`config.mk`:
```
export PLATFORM = sky130hd
export DESIGN_NAME = dual_limiter_ctrl
export DESIGN_NICKNAME = d
export VERILOG_FILES = /design/src/rtl/dlim_pkg.sv /design/src/rtl/dlim_thresh.sv /design/src/rtl/dlim_level.sv /design/src/rtl/dlim_gain.sv /design/src/rtl/dual_limiter_ctrl.sv
export SDC_FILE = /design/constraint.sdc
export NUM_CORES = 2
export LEC_CHECK = 0
export BUFFER_PORTS_ARGS = -buffer_cell sky130_fd_sc_hd__buf_4
export CAP_MARGIN = 20
export CORE_MARGIN = 10
export CORE_UTILIZATION = 49
export CTS_BUF_LIST = sky130_fd_sc_hd__clkbuf_4 sky130_fd_sc_hd__clkbuf_8
export CTS_CLUSTER_SIZE = 28
export DETAILED_ROUTE_END_ITERATION = 7
export HOLD_SLACK_MARGIN = 0.05
export MAX_ROUTING_LAYER = met4
export PLACE_DENSITY = 0.71
export SLEW_MARGIN = 20
export SYNTH_ARGS = -nofsm -noshare
export SYNTH_HDL_FRONTEND = slang
export SYNTH_SLANG_ARGS = --single-unit
```
`constraint.sdc`:
```
create_clock -name clk -period 19.12 [get_ports clk]
set_input_delay 1.912 -clock clk [delete_from_list [all_inputs] [get_ports clk]]
set_output_delay 1.912 -clock clk [all_outputs]
set_load 0.01 [all_outputs]
```
`src/rtl/dlim_pkg.sv`:
```
package dlim_pkg;
   localparam int SEL_W   = 4;
   localparam int NUM_LIM = 2;

   typedef enum logic [1:0] {
      ROUTE_NONE = 2'b00,
      ROUTE_A    = 2'b01,
      ROUTE_B    = 2'b10,
      ROUTE_OFF  = 2'b11
   } route_e;
endpackage

```
`src/rtl/dlim_thresh.sv`:
```
// Turns a 4-bit level selector into a magnitude level, either absolute
// or scaled by the volume setting.
module dlim_thresh #(
   parameter int MAG_W = 16,
   parameter int VOL_W = 8,
   parameter int LVL_W = MAG_W + 1
) (
   input  logic [dlim_pkg::SEL_W-1:0] sel,
   input  logic [VOL_W-1:0]           vol,
   input  logic                       drc,
   output logic [LVL_W-1:0]           lvl
);
   localparam int PROD_W = LVL_W + VOL_W + 1;
   localparam int STEP_SH = MAG_W - dlim_pkg::SEL_W;

   logic [LVL_W-1:0]  base_lvl;
   logic [PROD_W-1:0] rel_prod;

   assign base_lvl = LVL_W'({1'b0, sel} + 5'd1) << STEP_SH;
   assign rel_prod = PROD_W'(base_lvl) * (PROD_W'(vol) + PROD_W'(1));
   assign lvl      = drc ? LVL_W'(rel_prod >> VOL_W) : base_lvl;
endmodule

```
`src/rtl/dlim_level.sv`:
```
// Per-limiter level detector: limited peak over routed channels and a
// leaky mean-square estimate of that peak.
module dlim_level #(
   parameter int          NUM_CH    = 3,
   parameter int          MAG_W     = 16,
   parameter int          GR_W      = 8,
   parameter int          RMS_SHIFT = 2,
   parameter logic [1:0]  LIM_CODE  = 2'b01
) (
   input  logic                   clk,
   input  logic                   rst_n,
   input  logic                   smp_vld,
   input  logic [NUM_CH*MAG_W-1:0] mag_in,
   input  logic [2*NUM_CH-1:0]    ch_map,
   input  logic [GR_W-1:0]        gr,
   output logic [MAG_W-1:0]       peak,
   output logic [2*MAG_W-1:0]     ms
);
   localparam int SCL_W  = GR_W + 1;
   localparam int PROD_W = MAG_W + SCL_W;
   localparam int SQ_W   = 2 * MAG_W;

   logic [SCL_W-1:0] scale;
   logic [MAG_W-1:0] lim_mag [NUM_CH];
   logic [SQ_W-1:0]  sq;
   logic [SQ_W-1:0]  ms_nxt;

   assign scale = {1'b1, {GR_W{1'b0}}} - {1'b0, gr};

   // limited magnitude per channel, zero when not routed here
   for (genvar c = 0; c < NUM_CH; c++) begin : g_ch
      logic [PROD_W-1:0] prod;
      assign prod       = PROD_W'(mag_in[c*MAG_W +: MAG_W]) * PROD_W'(scale);
      assign lim_mag[c] = (ch_map[c*2 +: 2] == LIM_CODE) ? MAG_W'(prod >> GR_W) : '0;
   end

   always_comb begin
      peak = '0;
      for (int c = 0; c < NUM_CH; c++) begin
         if (lim_mag[c] > peak) peak = lim_mag[c];
      end
   end

   assign sq = SQ_W'(peak) * SQ_W'(peak);

   if (RMS_SHIFT == 0) begin : g_raw
      assign ms_nxt = sq;
   end else begin : g_leaky
      always_comb begin
         if (sq >= ms) ms_nxt = ms + ((sq - ms) >> RMS_SHIFT);
         else          ms_nxt = ms - ((ms - sq) >> RMS_SHIFT);
      end
   end

   always_ff @(posedge clk or negedge rst_n) begin
      if (!rst_n)       ms <= '0;
      else if (smp_vld) ms <= ms_nxt;
   end

   AST_MS_IDLE: assert property (@(posedge clk) disable iff (!rst_n)
      !smp_vld |=> $stable(ms));
   AST_MS_RISE: assert property (@(posedge clk) disable iff (!rst_n)
      (smp_vld && sq >= ms) |=> ms >= $past(ms));
   AST_MS_FALL: assert property (@(posedge clk) disable iff (!rst_n)
      (smp_vld && sq < ms) |=> ms <= $past(ms));
endmodule

```
`src/rtl/dlim_gain.sv`:
```
// Gain-reduction state of one limiter: attack, release or hold.
module dlim_gain #(
   parameter int MAG_W  = 16,
   parameter int LVL_W  = MAG_W + 1,
   parameter int GR_W   = 8,
   parameter int GR_MAX = 192
) (
   input  logic                       clk,
   input  logic                       rst_n,
   input  logic                       smp_vld,
   input  logic [MAG_W-1:0]           peak,
   input  logic [2*MAG_W-1:0]         ms,
   input  logic [LVL_W-1:0]           atk_lvl,
   input  logic [LVL_W-1:0]           rel_lvl,
   input  logic [dlim_pkg::SEL_W-1:0] atk_rate,
   input  logic [dlim_pkg::SEL_W-1:0] rel_rate,
   output logic [GR_W-1:0]            gr
);
   localparam int RSQ_W = 2 * LVL_W;
   localparam int EXT_W = GR_W + 1;
   localparam logic [EXT_W-1:0] CEIL = EXT_W'(GR_MAX);

   logic             atk_hit;
   logic             rel_hit;
   logic [RSQ_W-1:0] rel_sq;
   logic [EXT_W-1:0] atk_step;
   logic [EXT_W-1:0] rel_step;
   logic [EXT_W-1:0] up_sum;
   logic [GR_W-1:0]  gr_up;
   logic [GR_W-1:0]  gr_dn;
   logic [GR_W-1:0]  gr_nxt;

   assign atk_hit  = LVL_W'(peak) > atk_lvl;
   assign rel_sq   = RSQ_W'(rel_lvl) * RSQ_W'(rel_lvl);
   assign rel_hit  = RSQ_W'(ms) < rel_sq;
   assign atk_step = EXT_W'(atk_rate) + EXT_W'(1);
   assign rel_step = EXT_W'(rel_rate) + EXT_W'(1);
   assign up_sum   = {1'b0, gr} + atk_step;
   assign gr_up    = (up_sum > CEIL) ? CEIL[GR_W-1:0] : up_sum[GR_W-1:0];
   assign gr_dn    = ({1'b0, gr} > rel_step) ? (gr - rel_step[GR_W-1:0]) : '0;

   always_comb begin
      gr_nxt = gr;
      if (atk_hit)      gr_nxt = gr_up;   // R4, attack first
      else if (rel_hit) gr_nxt = gr_dn;
   end

   always_ff @(posedge clk or negedge rst_n) begin
      if (!rst_n)       gr <= '0;
      else if (smp_vld) gr <= gr_nxt;
   end

   AST_GR_CEIL: assert property (@(posedge clk) disable iff (!rst_n)
      gr <= CEIL[GR_W-1:0]);
   AST_ATK_UP: assert property (@(posedge clk) disable iff (!rst_n)
      (smp_vld && atk_hit && {1'b0, gr} < CEIL) |=> gr > $past(gr));
   AST_REL_DOWN: assert property (@(posedge clk) disable iff (!rst_n)
      (smp_vld && !atk_hit && rel_hit && gr != '0) |=> gr < $past(gr));
   AST_HOLD_MID: assert property (@(posedge clk) disable iff (!rst_n)
      (smp_vld && !atk_hit && !rel_hit) |=> $stable(gr));
   AST_HOLD_IDLE: assert property (@(posedge clk) disable iff (!rst_n)
      !smp_vld |=> $stable(gr));
endmodule

```
`src/rtl/dual_limiter_ctrl.sv`:
```
module dual_limiter_ctrl #(
   parameter int NUM_CH    = 3,
   parameter int MAG_W     = 16,
   parameter int VOL_W     = 8,
   parameter int GR_W      = 8,
   parameter int GR_MAX    = 192,
   parameter int RMS_SHIFT = 2
) (
   input  logic                    clk,
   input  logic                    rst_n,
   input  logic                    smp_vld,
   input  logic [NUM_CH*MAG_W-1:0] mag_in,
   input  logic [VOL_W-1:0]        vol_lvl,
   input  logic                    drc_mode,
   input  logic [2*NUM_CH-1:0]     ch_map,
   input  logic [7:0]              atk_thr_sel,
   input  logic [7:0]              rel_thr_sel,
   input  logic [7:0]              atk_rate_sel,
   input  logic [7:0]              rel_rate_sel,
   output logic [NUM_CH*GR_W-1:0]  gr_out
);
   import dlim_pkg::*;

   localparam int LVL_W = MAG_W + 1;

   if (GR_W < 5 || GR_MAX < 1 || GR_MAX >= (1 << GR_W)) begin : g_bad_gr
      $error("dual_limiter_ctrl: GR_W/GR_MAX out of range");
   end
   if (MAG_W <= SEL_W || NUM_CH < 1) begin : g_bad_mag
      $error("dual_limiter_ctrl: MAG_W or NUM_CH out of range");
   end
   if (RMS_SHIFT < 0 || RMS_SHIFT >= 2 * MAG_W) begin : g_bad_rms
      $error("dual_limiter_ctrl: RMS_SHIFT out of range");
   end

   logic [GR_W-1:0] lim_gr [NUM_LIM];

   for (genvar l = 0; l < NUM_LIM; l++) begin : g_lim
      logic [LVL_W-1:0]   atk_lvl;
      logic [LVL_W-1:0]   rel_lvl;
      logic [MAG_W-1:0]   peak;
      logic [2*MAG_W-1:0] ms;
      logic [GR_W-1:0]    gr;

      dlim_thresh #(.MAG_W(MAG_W), .VOL_W(VOL_W), .LVL_W(LVL_W)) u_atk_thr (
         .sel (atk_thr_sel[l*SEL_W +: SEL_W]),
         .vol (vol_lvl),
         .drc (drc_mode),
         .lvl (atk_lvl)
      );

      dlim_thresh #(.MAG_W(MAG_W), .VOL_W(VOL_W), .LVL_W(LVL_W)) u_rel_thr (
         .sel (rel_thr_sel[l*SEL_W +: SEL_W]),
         .vol (vol_lvl),
         .drc (drc_mode),
         .lvl (rel_lvl)
      );

      dlim_level #(
         .NUM_CH   (NUM_CH),
         .MAG_W    (MAG_W),
         .GR_W     (GR_W),
         .RMS_SHIFT(RMS_SHIFT),
         .LIM_CODE (2'(l + 1))
      ) u_level (
         .clk    (clk),
         .rst_n  (rst_n),
         .smp_vld(smp_vld),
         .mag_in (mag_in),
         .ch_map (ch_map),
         .gr     (gr),
         .peak   (peak),
         .ms     (ms)
      );

      dlim_gain #(
         .MAG_W (MAG_W),
         .LVL_W (LVL_W),
         .GR_W  (GR_W),
         .GR_MAX(GR_MAX)
      ) u_gain (
         .clk     (clk),
         .rst_n   (rst_n),
         .smp_vld (smp_vld),
         .peak    (peak),
         .ms      (ms),
         .atk_lvl (atk_lvl),
         .rel_lvl (rel_lvl),
         .atk_rate(atk_rate_sel[l*SEL_W +: SEL_W]),
         .rel_rate(rel_rate_sel[l*SEL_W +: SEL_W]),
         .gr      (gr)
      );

      assign lim_gr[l] = gr;
   end

   // per-channel routing of limiter state to the outputs
   for (genvar c = 0; c < NUM_CH; c++) begin : g_out
      route_e route;
      assign route = route_e'(ch_map[c*2 +: 2]);

      always_comb begin
         unique case (route)
            ROUTE_A: gr_out[c*GR_W +: GR_W] = lim_gr[0];
            ROUTE_B: gr_out[c*GR_W +: GR_W] = lim_gr[1];
            default: gr_out[c*GR_W +: GR_W] = '0;
         endcase
      end

      AST_UNROUTED_ZERO: assert property (@(posedge clk) disable iff (!rst_n)
         (gr_out[c*GR_W +: GR_W] != '0) |-> (route == ROUTE_A || route == ROUTE_B));
   end

   AST_RESET_ZERO: assert property (@(posedge clk)
      !rst_n |-> gr_out == '0);
endmodule

```
# Yosys cells after proc, flatten, opt, wreduce, memory -nomap -nowiden
# Cells that the tools add are included.
totals:
  word_cells: 96
  register_bits: 80
  output_inout_bits: 24
op_classes:
  n_reduce_logical: 4
  order_cmp: 16
  mux: 29
  n_eq_ne: 6
  n_mul: 14
  addsub: 23
ops:
  columns: ["cell", "count"]
  rows:
  - ["$mux W16", 12]
  - ["$mul A16 B9 Y24", 6]
  - ["$sub A32 B32 Y32", 4]
  - ["$mul A5 B26 Y13", 4]
  - ["$lt A32 B34 Y1", 2]
  - ["$mul A17 B17 Y34", 2]
  - ["$mux W17", 4]
  - ["$add A32 B30 Y32", 2]
  - ["$ge A32 B32 Y1", 2]
  - ["$gt A16 B16 Y1", 4]
  - ["$mul A16 B16 Y32", 2]
  - ["$mux W32", 2]
  - ["$mux W8", 8]
  - ["$sub A32 B30 Y32", 2]
  - ["$pmux W8 S2", 3]
  - ["$add A4 B1 Y5 const B", 8]
  - ["$gt A16 B17 Y1", 2]
  - ["$gt A16 B1 Y1 const B", 2]
  - ["$add A8 B9 Y9", 2]
  - ["$gt A8 B9 Y1", 2]
  - ["$gt A9 B8 Y1 const B", 2]
  - ["$sub A9 B8 Y9 const A", 2]
  - ["$sub A8 B8 Y8", 2]
  - ["$add A8 B1 Y9 const B", 1]
  - ["4 further kinds", 10]

# Depth between registers and ports, before layout
depth:
  word_depth: 13
  ltp_mapped: 107
  ltp_nobuf: 98

# Modules after synthesis
# A second synthesis with hierarchy kept.
unflattened:
  cells_unflattened: 10152
  area_unflattened_um2: 83181.0
by_module_without_submodules:
  columns: ["module", "area_each_um2", "cells_each", "seq_area_each_um2", "n_inst"]
  rows:
  - ["dlim_level at g_lim[1].u_level", 27854.2, 3446, 800.8, 1]
  - ["dlim_level at g_lim[0].u_level", 27579.0, 3409, 800.8, 1]
  - ["dlim_gain at g_lim[0].u_gain", 10351.2, 1177, 200.2, 1]
  - ["dlim_gain at g_lim[1].u_gain", 10303.6, 1179, 200.2, 1]
  - ["dlim_thresh", 1661.6, 218, 0.0, 4]
  - ["dual_limiter_ctrl", 446.7, 69, 0.0, 1]

# Worst setup path after synthesis
# Ideal clock, no wire load.
synth_timing:
  path_type: "input-to-reg"
  start: "in mag_in[28]"
  end: "reg g_lim[0].u_level.ms[31]"
  n_path_buf: 9
  stages: 88
  t_required_ps: 18997
  path_slack_ps: -2206
  setup_time_ps: 123
  t_arrival_ps: 21203
  cell_sequence: "clkbuf_1 > clkbuf_1 > nand2_1 > fa_1 > inv_1 > fa_1 > inv_1 > fa_1 > inv_1 > fa_1 > ha_1 > a21o_1 > a21o_1 > a22oi_1 > nand2_1 > o211a_1 > or2_2 > a21oi_1 > [... 52 more ...] > clkbuf_1 > clkbuf_1 > o21ai_0 > xnor2_1 > ha_1 > o21ai_0 > o211a_1 > o32a_1 > o21ba_2 > o21a_1 > nor3_1 > nor2_1 > a21oi_1 > nor4b_1 > a211oi_1 > xnor2_1 > nand2_1 > xnor2_1"
synth_between:
  elab_chain_cells: 10
  word_cells_on_any_way: 13
  cone_classes: "4 x add/sub; 2 x mul; 3 x order compare; 4 x mux"
synth_lines:
  columns: ["element", "line_no", "source"]
  rows:
  - ["from (decl)", "dual_limiter_ctrl.sv:12", "input logic [NUM_CH*MAG_W-1:0] mag_in,"]
  - ["$mul A16 B9 Y24 (*)", "dlim_level.sv:33", "assign prod = PROD_W'(mag_in[c*MAG_W +: MAG_W]) * PROD_W'(scale);"]
  - ["$mux W16 (*)", "dlim_level.sv:34", "assign lim_mag[c] = (ch_map[c*2 +: 2] == LIM_CODE) ? MAG_W'(prod >> GR_W) : '0;"]
  - ["$gt A16 B16 Y1", "dlim_level.sv:40", "if (lim_mag[c] > peak) peak = lim_mag[c];"]
  - ["$mux W16 (*)", "dlim_level.sv:40", null]
  - ["$gt A16 B16 Y1", "dlim_level.sv:40", null]
  - ["$mux W16 (*)", "dlim_level.sv:40", null]
  - ["$mul A16 B16 Y32 (*)", "dlim_level.sv:44", "assign sq = SQ_W'(peak) * SQ_W'(peak);"]
  - ["$sub A32 B32 Y32, on equally long branches", "dlim_level.sv:51, dlim_level.sv:50", null]
  - ["$sub A32 B30 Y32 / $add A32 B30 Y32 (equally long branches)", "dlim_level.sv:51, dlim_level.sv:50", null]
  - ["$mux W32 (*)", "dlim_level.sv:50", "if (sq >= ms) ms_nxt = ms + ((sq - ms) >> RMS_SHIFT);"]
  - ["to (signal assigned)", "dlim_level.sv:57", "else if (smp_vld) ms <= ms_nxt;"]
  - ["to (decl)", "dlim_level.sv:17", "output logic [2*MAG_W-1:0] ms"]
# Every way passes the cells marked *; elsewhere a longest branch is shown, timed or not.
# A chain may end at the register's enable or synchronous reset.

# Worst setup path in the final report
layout_timing:
  start: "in mag_in[11]"
  end: "reg g_lim[0].u_level.ms[31]"
layout_between:
  elab_chain_cells: 12
  word_cells_on_any_way: 15
  cone_classes: "4 x add/sub; 2 x mul; 4 x order compare; 5 x mux"
layout_lines:
  columns: ["element", "line_no"]
  rows:
  - ["$mul A16 B9 Y24 (*)", "dlim_level.sv:33"]
  - ["$mux W16 (*)", "dlim_level.sv:34"]
  - ["$gt A16 B1 Y1", "dlim_level.sv:40"]
  - ["$mux W16 (*)", "dlim_level.sv:40"]
  - ["$gt A16 B16 Y1", "dlim_level.sv:40"]
  - ["$mux W16 (*)", "dlim_level.sv:40"]
  - ["$gt A16 B16 Y1", "dlim_level.sv:40"]
  - ["$mux W16 (*)", "dlim_level.sv:40"]
  - ["$mul A16 B16 Y32 (*)", "dlim_level.sv:44"]
  - ["$sub A32 B32 Y32, on equally long branches", "dlim_level.sv:51, dlim_level.sv:50"]
  - ["$sub A32 B30 Y32 / $add A32 B30 Y32 (equally long branches)", "dlim_level.sv:51, dlim_level.sv:50"]
  - ["$mux W32 (*)", "dlim_level.sv:50"]
# Marked as above.

==> results.ini <==
[floorplanning]
die-width_um = 405
io_pins = 122
initial_core_util = 0.493
rows = 141
die_h_um = 405
core_area_um2 = 148000
fp.dieArea_um2 = 164000

[yosys]
synth.avg_cell_area_um2 = 8.16
synth_cell_types = 103
synthFlopType = dfrtp_1
synth_top_family_by_area = adder cells
synth-compound-area-share = 0.119
synthXorXnorAreaFrac = 0.0602
ys_seq_area_frac = 0.0275
synth-simple-area-share = 0.175
syn-instance-count = 8914
yosys_register_bits = 80
synth.area.mux_share = 0.00916
netlist_area_um2 = 72800
synth_fa_ha_area_frac = 0.504
synth_enable_flop_cells = 0
synth_nets = 11200
yosysWarnings = 0
synthArstFlopShare = 1.00

[grt]
grt_pass1_vias = 70700
grt_antenna_before_repair = 10
track_usage = 0.274
grt_overflow = 0
grt_max_degree = 63
grt_pass1_wl_mm = 357

[run]
maxCapViolCount = 0

[timing]
hold_slack_ps = 522
tightestPinTransition_ps = 1120
finalCritPeriodShare = 1.04
maxSlewViolCount = 0
max_freq_ghz = 0.0504
setup_viol = 30
maxSlewHeadroom = 0.254
final_hold_viol_count = 0
skew_ps = 27.1
final.setup.worst_slack_ps = -735
rsz0062_at_grt = true
min_period_ps = 19860

[cts]
cts_tree = built
cts-root-buf = clkbuf_8
cts_buffers = 9
cts_hold_buf = 0
insertion_delay_ps = 560
clkTransAtPathRegs_ps = 130
clock_path_buffers = 2
cts_sinks = 80
cts_htree_levels = 3

[critical_path]
cp_num_buf_inv = 17
crit_top_cell = fa_1
cp-start-kind = primary input
cp_slowest_cell = fa_1
max_stage_delay_ps = 540
arrival_ps = 20310
cpLargestDelayFamily = adder cells
path_class = in2reg
cp_data_required_time_ps = 19580
cp-end-kind = flop
cp_max_fo = 10

[outcome]
outcome = finished, violations left
violations = setup timing

[routing]
viasPerCell = 5.47
drc = 0
wire_per_inst_um = 18.0
drt_iter0_drc = 3958
finalWirelength_mm = 218
drtPass1Iterations = 6
ant_nets = 0
num_vias = 66200

[placement]
place_congestion = 0.976
dp_hpwl_mm = 181
io_buffers = 121

[final_layout]
layout_commonest_cell = inv_1
syn_to_final_growth_pct = 23.2
final_cell_mix = inv_1 (1619), buf_4 (1454), fa_1 (1161)
fillCellCount = 12600
drive_above_1_share = 0.210
final_nets = 12500

[worst_hold_path]
hold_class = reg2reg

==> layer usage <==
metal	part of all wire	track usage	up-vias
li1	-	-	30800
met4	0.036	0.0930	0
met2	0.49	0.465	1984
met3	0.063	0.0379	457
met5	0	-	-
met1	0.41	0.333	33000
==> registers in the layout (all words and copies together), names as in the netlist <==
signal            flops
g_lim.u_level.ms     64
g_lim.u_gain.gr      16
==> cell families after synthesis <==
group | count (synthesis)
flops | 80
fa+ha+maj | 2226
xor+xnor | 500
mux | 63
buf+inv | 2021
simple gates | 2699
other cells | 2
compound gates | 1323
==> synthesized netlist by cell type, types with 46 or more instances <==
| cell type | instances | area share |
|---|---|---|
| fa_1 | 1180 | 0.32 |
| clkbuf_1 | 311 | 0.016 |
| a31oi_1 | 49 | 0.0042 |
| and2_1 | 434 | 0.037 |
| a21oi_1 | 351 | 0.024 |
| nor2b_1 | 77 | 0.0066 |
| inv_1 | 1652 | 0.085 |
| nand4_1 | 46 | 0.0040 |
| a21o_1 | 204 | 0.021 |
| dfrtp_1 | 80 | 0.028 |
| nand2_1 | 1019 | 0.053 |
| xor2_1 | 179 | 0.022 |
| nor3_1 | 101 | 0.0069 |
| nor2_1 | 600 | 0.031 |
| o21a_1 | 76 | 0.0078 |
| o21bai_1 | 50 | 0.0052 |
| o21ai_0 | 254 | 0.017 |
| nand3_1 | 120 | 0.0083 |
| xnor2_1 | 321 | 0.039 |
| and3_1 | 48 | 0.0041 |
| nand2b_1 | 91 | 0.0078 |
| ha_1 | 1044 | 0.18 |
==> area by class of cell <==
type | instances | area (um2) | share of cell area
Clock buffer | 10 | 138 | 0.00154
Timing Repair Buffer | 1583 | 12900 | 0.144
Antenna cell | 11 | 27.5 | 0.000307
Sequential cell | 80 | 2000 | 0.0224
Clock inverter | 6 | 76.3 | 0.000851
Inverter | 1671 | 6330 | 0.0707
Timing Repair inverter | 1 | 11.3 | 0.000126
Tap cell | 1930 | 2410 | 0.0269
Multi-Input combinational cell | 6814 | 65800 | 0.734
==> metrics by stage <==
step / setup slack [ps] / std cells / utilization / setup TNS, ps / cell area, um2
after floorplan: -257 / 8914 / - / -719 / 73800
after global placement: -1110 / 11900 / 0.580 / -26930 / 85600
after detailed placement: -1520 / 11900 / 0.580 / -43460 / 85600
after CTS: -522 / 12000 / 0.597 / -4670 / 88100
after global routing: -1540 / 12100 / 0.607 / -40230 / 89600
final: -735 / 12100 / 0.607 / -11440 / 89600
==> worst paths after layout <==
kind,to,from,cells after the start,slack [ps]
max in group asynchronous,g_lim[1].u_gain.gr[0],rst_n,2,16450
setup / recovery,g_lim[0].u_level.ms[31],mag_in[11],84,-740
hold / removal,g_lim[1].u_level.ms[31],g_lim[1].u_level.ms[31],1,520
hold reg to reg,g_lim[1].u_level.ms[31],g_lim[1].u_level.ms[31],1,520
setup reg to reg,g_lim[0].u_level.ms[31],g_lim[0].u_gain.gr[0],90,-660
min in group asynchronous,g_lim[1].u_level.ms[18],rst_n,1,1330
==> what timing repair did <==
item / 4_1_cts / 5_1_grt
gates resized for setup: 315 / 255
hold endpoints to repair: 0 / 0
pin swaps: 203 / 190
buffers inserted: 119 / 59
gates cloned: 6 / 0
setup endpoints to repair: 41 / 56
Power is left out: the tool's default activity adds up to more than one toggle a clock period on the data nets, which glitch-free logic cannot reach.
